## config.mk

```make
export PLATFORM = sky130hd
export DESIGN_NAME = pktstat_bank
export DESIGN_NICKNAME = d
export VERILOG_FILES = /design/src/rtl/pktstat_pkg.sv /design/src/rtl/pktstat_satadd.sv /design/src/rtl/pktstat_group.sv /design/src/rtl/pktstat_bank.sv
export SDC_FILE = /design/constraint.sdc
export NUM_CORES = 1
export LEC_CHECK = 0
export BUFFER_PORTS_ARGS = -buffer_cell sky130_fd_sc_hd__buf_2
export CAP_MARGIN = 10
export CELL_PAD_IN_SITES_DETAIL_PLACEMENT = 0
export CELL_PAD_IN_SITES_GLOBAL_PLACEMENT = 1
export CORE_AREA = 2 2 203 205
export DETAILED_ROUTE_END_ITERATION = 16
export DIE_AREA = 0 0 205 207
export GPL_TIMING_DRIVEN = 0
export PLACE_DENSITY = 0.85
export REMOVE_ABC_BUFFERS = 1
export SYNTH_ARGS = -nofsm -noshare
export SYNTH_HDL_FRONTEND = slang
export SYNTH_SLANG_ARGS = --single-unit
export TNS_END_PERCENT = 50
```

## constraint.sdc

```tcl
create_clock -name clk -period 9.5 [get_ports clk]
set_input_delay 1.425 -clock clk [delete_from_list [all_inputs] [get_ports clk]]
set_output_delay 1.425 -clock clk [all_outputs]
set_load 0.02 [all_outputs]
```

## src/rtl/pktstat_pkg.sv

```systemverilog
package pktstat_pkg;
  localparam int GROUP_REGS = 3;
  localparam int NUM_GROUPS = 2;

  typedef enum logic [1:0] {
    POS_IDLE = 2'd0,
    POS_HI   = 2'd1,
    POS_ERR  = 2'd2
  } seq_pos_e;
endpackage

```

## src/rtl/pktstat_satadd.sv

```systemverilog
module pktstat_satadd #(
  parameter int W = 16
) (
  input  logic [W-1:0] a,
  input  logic [W-1:0] b,
  input  logic         inc,
  output logic [W-1:0] y
);
  localparam logic [W+1:0] LIMIT = {2'b00, {W{1'b1}}};

  logic [W+1:0] sum;

  assign sum = {2'b00, a} + {2'b00, b} + {{(W+1){1'b0}}, inc};
  assign y   = (sum > LIMIT) ? {W{1'b1}} : sum[W-1:0];
endmodule

```

## src/rtl/pktstat_group.sv

```systemverilog
module pktstat_group
  import pktstat_pkg::*;
#(
  parameter int REG_W = 16
) (
  input  logic               clk,
  input  logic               rst,
  input  logic               pkt_ev,
  input  logic               err_ev,
  input  logic               acc_en,
  input  logic               acc_hit,
  input  logic [1:0]         acc_idx,
  output logic [REG_W-1:0]   rd_word,
  output logic               frozen,
  output logic [2*REG_W-1:0] pkt_cnt,
  output logic [REG_W-1:0]   err_cnt
);
  localparam int PKT_W = 2 * REG_W;
  localparam int ERR_W = REG_W;

  logic [PKT_W-1:0] pkt_q, sh_pkt_q, pkt_base, pkt_add, pkt_sum, sh_pkt_sum;
  logic [ERR_W-1:0] err_q, sh_err_q, err_base, err_add, err_sum, sh_err_sum;
  logic             frozen_q;
  seq_pos_e         pos_q;

  logic start, in_order, finish, brk, unfreeze, live, hold;

  // sequence decode
  assign start    = acc_en & acc_hit & (acc_idx == 2'd0) & ~frozen_q;
  assign in_order = acc_en & acc_hit & frozen_q & (acc_idx == pos_q);
  assign finish   = in_order & (pos_q == POS_ERR);
  assign brk      = acc_en & frozen_q & ~in_order;
  assign unfreeze = finish | brk;
  assign live     = ~frozen_q & ~start;
  assign hold     = start | (frozen_q & ~unfreeze);

  // one adder per count serves both live counting and the shadow merge
  assign pkt_base = finish   ? '0 : pkt_q;
  assign pkt_add  = unfreeze ? sh_pkt_q : '0;
  assign err_base = finish   ? '0 : err_q;
  assign err_add  = unfreeze ? sh_err_q : '0;

  pktstat_satadd #(.W(PKT_W)) u_pkt_add (
    .a(pkt_base), .b(pkt_add), .inc(pkt_ev), .y(pkt_sum));
  pktstat_satadd #(.W(ERR_W)) u_err_add (
    .a(err_base), .b(err_add), .inc(err_ev), .y(err_sum));
  pktstat_satadd #(.W(PKT_W)) u_shp_add (
    .a(sh_pkt_q), .b({PKT_W{1'b0}}), .inc(pkt_ev), .y(sh_pkt_sum));
  pktstat_satadd #(.W(ERR_W)) u_she_add (
    .a(sh_err_q), .b({ERR_W{1'b0}}), .inc(err_ev), .y(sh_err_sum));

  always_ff @(posedge clk) begin
    if (rst) begin
      pkt_q    <= '0;
      err_q    <= '0;
      sh_pkt_q <= '0;
      sh_err_q <= '0;
      frozen_q <= 1'b0;
      pos_q    <= POS_IDLE;
    end else begin
      if (live | unfreeze) begin
        pkt_q <= pkt_sum;
        err_q <= err_sum;
      end
      if (unfreeze) begin
        sh_pkt_q <= '0;
        sh_err_q <= '0;
      end else if (hold) begin
        sh_pkt_q <= sh_pkt_sum;
        sh_err_q <= sh_err_sum;
      end
      frozen_q <= (frozen_q & ~unfreeze) | start;
      if (start)
        pos_q <= POS_HI;
      else if (unfreeze)
        pos_q <= POS_IDLE;
      else if (in_order)
        pos_q <= POS_ERR;
    end
  end

  always_comb begin
    case (acc_idx)
      2'd0:    rd_word = pkt_q[REG_W-1:0];
      2'd1:    rd_word = pkt_q[PKT_W-1:REG_W];
      default: rd_word = err_q;
    endcase
  end

  assign frozen  = frozen_q;
  assign pkt_cnt = pkt_q;
  assign err_cnt = err_q;
endmodule

```

## src/rtl/pktstat_bank.sv

```systemverilog
module pktstat_bank
  import pktstat_pkg::*;
#(
  parameter int                ADDR_W    = 12,
  parameter logic [ADDR_W-1:0] BASE_ADDR = 12'h12B,
  parameter int                REG_W     = 16
) (
  input  logic              clk,
  input  logic              rst,
  input  logic              tx_pkt_ev,
  input  logic              tx_err_ev,
  input  logic              rx_pkt_ev,
  input  logic              rx_err_ev,
  input  logic              rd_en,
  input  logic [ADDR_W-1:0] rd_addr,
  output logic              rd_valid,
  output logic [REG_W-1:0]  rd_data
);
  localparam int PKT_W = 2 * REG_W;

  logic [ADDR_W-1:0]                  ofs;
  logic [NUM_GROUPS-1:0]              pkt_ev_v, err_ev_v, grp_hit, grp_frozen;
  logic [NUM_GROUPS-1:0][1:0]         grp_idx;
  logic [NUM_GROUPS-1:0][REG_W-1:0]   grp_word;
  logic [NUM_GROUPS-1:0][PKT_W-1:0]   grp_pkt;
  logic [NUM_GROUPS-1:0][REG_W-1:0]   grp_err;
  logic [REG_W-1:0]                   rd_mux;

  assign ofs      = rd_addr - BASE_ADDR;
  assign pkt_ev_v = {rx_pkt_ev, tx_pkt_ev};
  assign err_ev_v = {rx_err_ev, tx_err_ev};

  for (genvar g = 0; g < NUM_GROUPS; g++) begin : g_grp
    localparam logic [ADDR_W-1:0] LO = ADDR_W'(GROUP_REGS * g);
    localparam logic [ADDR_W-1:0] HI = ADDR_W'(GROUP_REGS * (g + 1));
    logic [ADDR_W-1:0] rel;

    assign rel        = ofs - LO;
    assign grp_hit[g] = (ofs >= LO) && (ofs < HI);
    assign grp_idx[g] = rel[1:0];

    pktstat_group #(.REG_W(REG_W)) u_group (
      .clk     (clk),
      .rst     (rst),
      .pkt_ev  (pkt_ev_v[g]),
      .err_ev  (err_ev_v[g]),
      .acc_en  (rd_en),
      .acc_hit (grp_hit[g]),
      .acc_idx (grp_idx[g]),
      .rd_word (grp_word[g]),
      .frozen  (grp_frozen[g]),
      .pkt_cnt (grp_pkt[g]),
      .err_cnt (grp_err[g])
    );
  end

  always_comb begin
    rd_mux = '0;
    for (int g = 0; g < NUM_GROUPS; g++)
      if (grp_hit[g]) rd_mux = grp_word[g];
  end

  always_ff @(posedge clk) begin
    if (rst) begin
      rd_valid <= 1'b0;
      rd_data  <= '0;
    end else begin
      rd_valid <= rd_en;
      rd_data  <= rd_en ? rd_mux : '0;
    end
  end
endmodule

```

Word-level counts from Yosys, hierarchy flattened
Index checks and enable logic that the tools add are counted.

word-level totals
  memories kept = 0
  memory bits (read-only) = 0
  flip-flop bits (word level) = 215
  word-level logic and storage cells = 120
  bits in latches = 0
  bits in writable memories = 0

cells by class
  multipliers = 0
  muxes and demuxes = 26
  divide/modulo/power cells = 0
  shift-type cells = 0
  $add $sub $neg = 14
  equal/unequal tests = 6
  reductions and logical operators = 11
  bitwise logic cells = 35
  magnitude comparators = 12

operators with widths
  operator                                                             count
  two-way mux 32 bit                                                   8
  two-way mux 16 bit                                                   10
  adder 34 x 1 -> 34 bit                                               2
  > comparator 34 x 32 -> 1 bit (second input constant)                2
  adder 32 x 1 -> 33 bit                                               2
  adder 32 x 32 -> 33 bit                                              2
  > comparator 33 x 32 -> 1 bit (second input constant)                2
  one-hot mux 16 bit (2 select lines)                                  2
  adder 18 x 1 -> 18 bit                                               2
  > comparator 18 x 16 -> 1 bit (second input constant)                2
  adder 16 x 1 -> 17 bit                                               2
  adder 16 x 16 -> 17 bit                                              2
  > comparator 17 x 16 -> 1 bit (second input constant)                2
  bitwise AND 1 bit                                                    20
  greater-or-equal comparator 12 x 1 -> 1 bit (second input constant)  1
  greater-or-equal comparator 12 x 2 -> 1 bit (second input constant)  1
  less-than comparator 12 x 2 -> 1 bit (second input constant)         1
  less-than comparator 12 x 3 -> 1 bit (second input constant)         1
  subtractor 12 x 9 -> 12 bit (second input constant)                  1
  NOT 1 bit                                                            9
  two-way mux 1 bit                                                    6
  OR 1 bit                                                             6
  nonzero test 3 bit                                                   2
  OR reduction 2 bit                                                   3
  other kinds (7)                                                      13

Depth between registers and ports, before layout
  depth after elaboration = 14
  mapped depth = 25
  gate-level depth less buffers = 21

Modules after synthesis
A second synthesis with hierarchy kept.

second synthesis, totals
  cell total of the unflattened synthesis = 3046
  area, all modules = 22511.6 µm²

modules (own cells, without submodules)
  module                                           times used  area each (µm²)  seq. area each (µm²)  cells an instance
  pktstat_group                                    2           4775.8           1981.9                617
  pktstat_satadd (g_grp[0].u_group.u_shp_add ...)  2           2082.0           0.0                   312
  pktstat_satadd (g_grp[0].u_group.u_err_add ...)  3           980.9            0.0                   137
  pktstat_satadd (g_grp[1].u_group.u_pkt_add)      1           1983.2           0.0                   290
  pktstat_satadd (g_grp[0].u_group.u_pkt_add)      1           1778.0           0.0                   250
  pktstat_bank                                     1           1214.9           340.3                 116
  pktstat_satadd (g_grp[0].u_group.u_she_add)      1           877.1            0.0                   121

Worst setup path after synthesis
No wires, ideal clock.

  path kind = input to register
  start point = input port rd_addr[11]
  end point = register g_grp[0].u_group.pkt_q[29]
  path slack = 2.077 ns
  path buffers = 4
  cell stages on the path = 22
  arrival time = 7.290 ns
  setup time = 0.133 ns
  path through = or4b_2 -> nor4b_1 -> and3_1 -> clkbuf_1 -> nand4_1 -> clkbuf_1 -> clkbuf_1 -> and2_1 -> ha_1 -> fa_1 -> a21o_2 -> a221oi_1 -> o21ai_1 -> a211oi_1 -> xnor2_1 -> nand4_1 -> nor4_4 -> nand4_1 -> or3_1 -> a21oi_2 -> buf_4 -> a311oi_1

on the way
  cells in the longest elaborated chain, start to end = 14
  elaborated cells on any way between the ends = 22

RTL lines
  what                                                                                                        RTL line                                  RTL
  start: declaration                                                                                          pktstat_bank.sv:15                        input logic [ADDR_W-1:0] rd_addr,
  subtractor 12 x 9 -> 12 bit (*)                                                                             pktstat_bank.sv:29                        assign ofs = rd_addr - BASE_ADDR;
  greater-or-equal comparator 12 x 1 -> 1 bit / less-than comparator 12 x 2 -> 1 bit (equally long branches)  pktstat_bank.sv:39                        assign grp_hit[g] = (ofs >= LO) && (ofs < HI);
  logical AND 1 bit (*)                                                                                       pktstat_bank.sv:39
  bitwise AND 1 bit (*)                                                                                       pktstat_group.sv:29, pktstat_group.sv:30
  bitwise AND 1 bit (2 in a row)                                                                              pktstat_group.sv:30                       assign in_order = acc_en & acc_hit & frozen_q & (acc_idx == pos_q);
  NOT 1 bit                                                                                                   pktstat_group.sv:32                       assign brk = acc_en & frozen_q & ~in_order;
  bitwise AND 1 bit                                                                                           pktstat_group.sv:32
  OR 1 bit                                                                                                    pktstat_group.sv:33                       assign unfreeze = finish | brk;
  two-way mux 32 bit                                                                                          pktstat_group.sv:39                       assign pkt_add = unfreeze ? sh_pkt_q : '0;
  adder 32 x 32 -> 33 bit                                                                                     pktstat_satadd.sv:13                      assign sum = {2'b00, a} + {2'b00, b} + {{(W+1){1'b0}}, inc};
  adder 34 x 1 -> 34 bit                                                                                      pktstat_satadd.sv:13
  > comparator 34 x 32 -> 1 bit                                                                               pktstat_satadd.sv:14                      assign y = (sum > LIMIT) ? {W{1'b1}} : sum[W-1:0];
  two-way mux 32 bit                                                                                          pktstat_satadd.sv:14
  end signal: assignment                                                                                      pktstat_group.sv:62                       pkt_q <= pkt_sum;
  end: declaration                                                                                            pktstat_group.sv:21                       logic [PKT_W-1:0] pkt_q, sh_pkt_q, pkt_base, pkt_add, pkt_sum, sh_pkt_sum;

Mark *: on every way between the ends. The rest lies on a longest branch, timed or not.
A chain may end at the register's enable or synchronous reset.

Final worst setup path
  start point = input port rd_addr[0]
  end point = register g_grp[0].u_group.pkt_q[26]

on the way
  cells in the longest elaborated chain, start to end = 14
  elaborated cells on any way between the ends = 24

RTL lines
  what                                                                                                        RTL line
  subtractor 12 x 9 -> 12 bit (*)                                                                             pktstat_bank.sv:29
  greater-or-equal comparator 12 x 1 -> 1 bit / less-than comparator 12 x 2 -> 1 bit (equally long branches)  pktstat_bank.sv:39
  logical AND 1 bit                                                                                           pktstat_bank.sv:39
  bitwise AND 1 bit                                                                                           pktstat_group.sv:29, pktstat_group.sv:30
  bitwise AND 1 bit (2 in a row)                                                                              pktstat_group.sv:30
  NOT 1 bit                                                                                                   pktstat_group.sv:32
  bitwise AND 1 bit                                                                                           pktstat_group.sv:32
  OR 1 bit                                                                                                    pktstat_group.sv:33
  two-way mux 32 bit                                                                                          pktstat_group.sv:39
  adder 32 x 32 -> 33 bit                                                                                     pktstat_satadd.sv:13
  adder 34 x 1 -> 34 bit                                                                                      pktstat_satadd.sv:13
  > comparator 34 x 32 -> 1 bit                                                                               pktstat_satadd.sv:14
  two-way mux 32 bit                                                                                          pktstat_satadd.sv:14

Marks and branches as above.

==> results.cfg <==
[status]
status = finished, final reports clean

[sta]
finalHoldViolCount = 0
fin_crit_sh = 0.9495
post-route-min-period_ps = 9020
setup_viol = 0
rsz0062_at_grt = no
setup_slack_ps = 479.8
fmax_mhz = 110.9
tightestPinTransition_ps = 1153
slew_headroom = 0.2285
drv_slew = 0
fin_skew_ps = 19.54

[power_and_ir_drop]
p_int_w = 0.001586
pwr-share-comb = 0.038
switching_share = 0.2291
power_frac_seq = 0.443
p_clk_frac = 0.519
p_leak_nw = 7.619
ir_drop_v = 0.0001248
switchingPower_w = 0.0004714
p_per_area_nw_per_um2 = 105.4

[floorplanning]
die-area_um2 = 42440
core_um2 = 40370
initial_core_util = 0.4430
top_level_ports = 36
rows = 74
dieHeight_um = 207
die_w_um = 205

[synth]
syn_area_per_cell_um2 = 7.461
syn-cell-area_um2 = 17880
async_flop_share = 0
synth_edf_count = 0
yosysWarnings = 0
ys.flop_type = dfxtp_1
ys_seq_area_frac = 0.2407
synth_seq_cells = 215
ys_types = 75
syn-instance-count = 2397

[layout]
fin_area_um2 = 19530
postLayoutCoreUtil = 0.4838
final_cell_mix = 270 x nor2_1, 215 x dfxtp_1, 200 x a21oi_1, 176 x nand2_1, 160 x and2_1
area_delta_synth_final_pct = 9.193
drive_gt1_frac = 0.06036
fillCellCount = 4052
final_nets = 2489
final_common_cell = nor2_1

[clock_network]
htreeDepth = 1
clock_latency_ps = 560
cts_buffers = 27
hold_buffers = 0
clock-sinks = 215
cts_tree = done
cts.clk_slew.worst_paths_ps = 60
cts_root_buf = clkbuf_16
clk_path_buf_depth = 3

[worst_setup_path]
path_class = input port to flip-flop
worst_path_most_repeated_cell = nand4_1
crit_buf_inv = 1
slowest_delay_ps = 800
crit_chain = buf_2 -> ha_1 -> and3_1 -> o21ai_0 -> o22ai_1 -> and3_2 -> nand4_1 -> and2_1 -> ha_1 -> fa_1 -> a21o_2 -> a221oi_1 -> o21ai_1 -> a211oi_1 -> xnor2_1 -> nand4_1 -> nor4_4 -> nand4_1 -> or3_1 -> a21oi_4 -> a211oi_1
critPathCaptureType = flip-flop
cp-start-kind = input port
crit_family = simple AND/OR/NAND/NOR gates
crit_required_ps = 9870
cp.arrival_ps = 9390
cp_max_fo = 32
cp_slowest_cell = ha_1

[placed_design]
placed_area_um2 = 18600
io_buffers = 35
routabilityCongestion = 0.9284
dp_hpwl_um = 40070
dpl_worst_slack_ps = -406.1

[detailed_routing]
vias = 17518
drt-total-wl_um = 52820
viasPerCell = 6.034
wire_per_inst_um = 18.20
first_iter_violations = 1367
ant_nets = 0
first_pass_iters = 5
drc = 0

[grt]
grtUsageTotal = 0.2435
grt_pass1_wl_um = 85220
grt.overflow.total = 0
antenna_found_initial = 3
grt_pass1_vias = 16216
grt_max_degree = 86

[hold_path]
holdCritPathClass = flip-flop to flip-flop

[job]
maxCapViolations = 0
state kept, by name (all words and copies together) (netlist names):
| signal | cells |
|---|---|
| rd_data | 16 |
| g_grp.u_group.sh_err_q | 32 |
| g_grp.u_group.pos_q | 4 |
| g_grp.u_group.sh_pkt_q | 64 |
| g_grp.u_group.err_cnt | 32 |
| rd_valid | 1 |
| g_grp.u_group.frozen | 2 |
| g_grp.u_group.pkt_cnt | 64 |
cell families after synthesis:
kind of cell / Yosys count / synth area share
mux: 10 / 0.005737
buf+inv: 189 / 0.04072
fa+ha+maj: 120 / 0.08563
flops: 215 / 0.2407
compound gates: 701 / 0.2631
simple gates: 1008 / 0.2887
xor+xnor: 154 / 0.07542
worst register-to-register path, cell delays in order, from the launching register on:
cell,delay (ps)
dfxtp_1,410
and2_1,190
nand4_1,410
and2_1,360
ha_1,230
fa_1,420
a21o_2,250
a221oi_1,380
o21ai_1,240
a211oi_1,800
xnor2_1,290
nand4_1,290
nor4_4,460
nand4_1,220
or3_1,460
a21oi_4,770
a211oi_1,180
routing by layer:
| metal | track usage | routed length [um] |
|---|---|---|
| met1 | 0.3335 | 24030 |
| met2 | 0.3954 | 24130 |
| met3 | 0.03398 | 2915 |
| met4 | 0.07343 | 1737 |
| met5 | 0 | 13 |
Yosys cell counts (32+ instances only):
| cell type | count | area, um^2 |
|---|---|---|
| a211oi_1 | 91 | 683.2 |
| a21oi_1 | 202 | 1011 |
| a22oi_1 | 32 | 240.2 |
| a311oi_1 | 76 | 665.6 |
| and2_1 | 160 | 1001 |
| and3_1 | 41 | 256.5 |
| clkbuf_1 | 115 | 431.7 |
| dfxtp_1 | 215 | 4304 |
| ha_1 | 116 | 1451 |
| inv_1 | 61 | 229.0 |
| nand2_1 | 176 | 660.6 |
| nand3_1 | 80 | 400.4 |
| nand4_1 | 39 | 244.0 |
| nor2_1 | 270 | 1013 |
| nor2b_1 | 62 | 387.9 |
| nor3_1 | 49 | 245.2 |
| o21ai_0 | 101 | 505.5 |
| xnor2_1 | 83 | 727.0 |
| xor2_1 | 71 | 621.9 |
metrics by stage:
step | TNS [ps] | std cells | power (W) | hold WS (ps)
after floorplan | 0 | 2269 | 0.0009750 | 454.0
after global placement | -281640 | 2836 | 0.001004 | 473.6
after detailed placement | -13060 | 2853 | 0.001009 | 483.5
after CTS | 0 | 2901 | 0.002075 | 490.0
after global routing | 0 | 2901 | 0.002115 | 516.1
final | 0 | 2903 | 0.002058 | 487.5
final cells by class:
class / count / area [um^2] / share of cell area
Timing Repair Buffer: 52 / 457.9 / 0.02345
Clock buffer: 40 / 794.5 / 0.04068
Antenna cell: 2 / 5.005 / 0.0002563
Clock inverter: 8 / 117.6 / 0.006023
Sequential cell: 215 / 4304 / 0.2204
Inverter: 61 / 229.0 / 0.01172
Tap cell: 532 / 665.6 / 0.03409
Multi-Input combinational cell: 1993 / 12950 / 0.6634
path summary, 6_finish.rpt:
check	startpoint	end	slack, ps	cells past startpoint
worst min-delay path	g_grp[0].u_group.pos_q[1]	g_grp[0].u_group.pos_q[1]	490	2
worst min register to register	g_grp[0].u_group.pos_q[1]	g_grp[0].u_group.pos_q[1]	490	2
worst max register to register	g_grp[0].u_group.frozen	g_grp[0].u_group.pkt_cnt[26]	2950	16
worst max-delay path	rd_addr[0]	g_grp[0].u_group.pkt_cnt[26]	480	21
power by group through the flow:
stage,Sequential (W),Clock (W),Combinational (W)
after floorplan,0.000929,0,0.0000455
after detailed placement,0.000931,0,0.0000773
after global placement,0.000931,0,0.0000725
after CTS,0.000912,0.00109,0.0000778
final,0.000912,0.00107,0.0000787
after global routing,0.000912,0.00112,0.0000875
repair_timing:
item	4_1_cts	5_1_grt
buffers inserted	0	0
endpoints found under the setup margin	0	64
resized for setup	0	3
endpoints found under the hold margin	0	0
No activity file was read; power rests on OpenSTA's default activity.
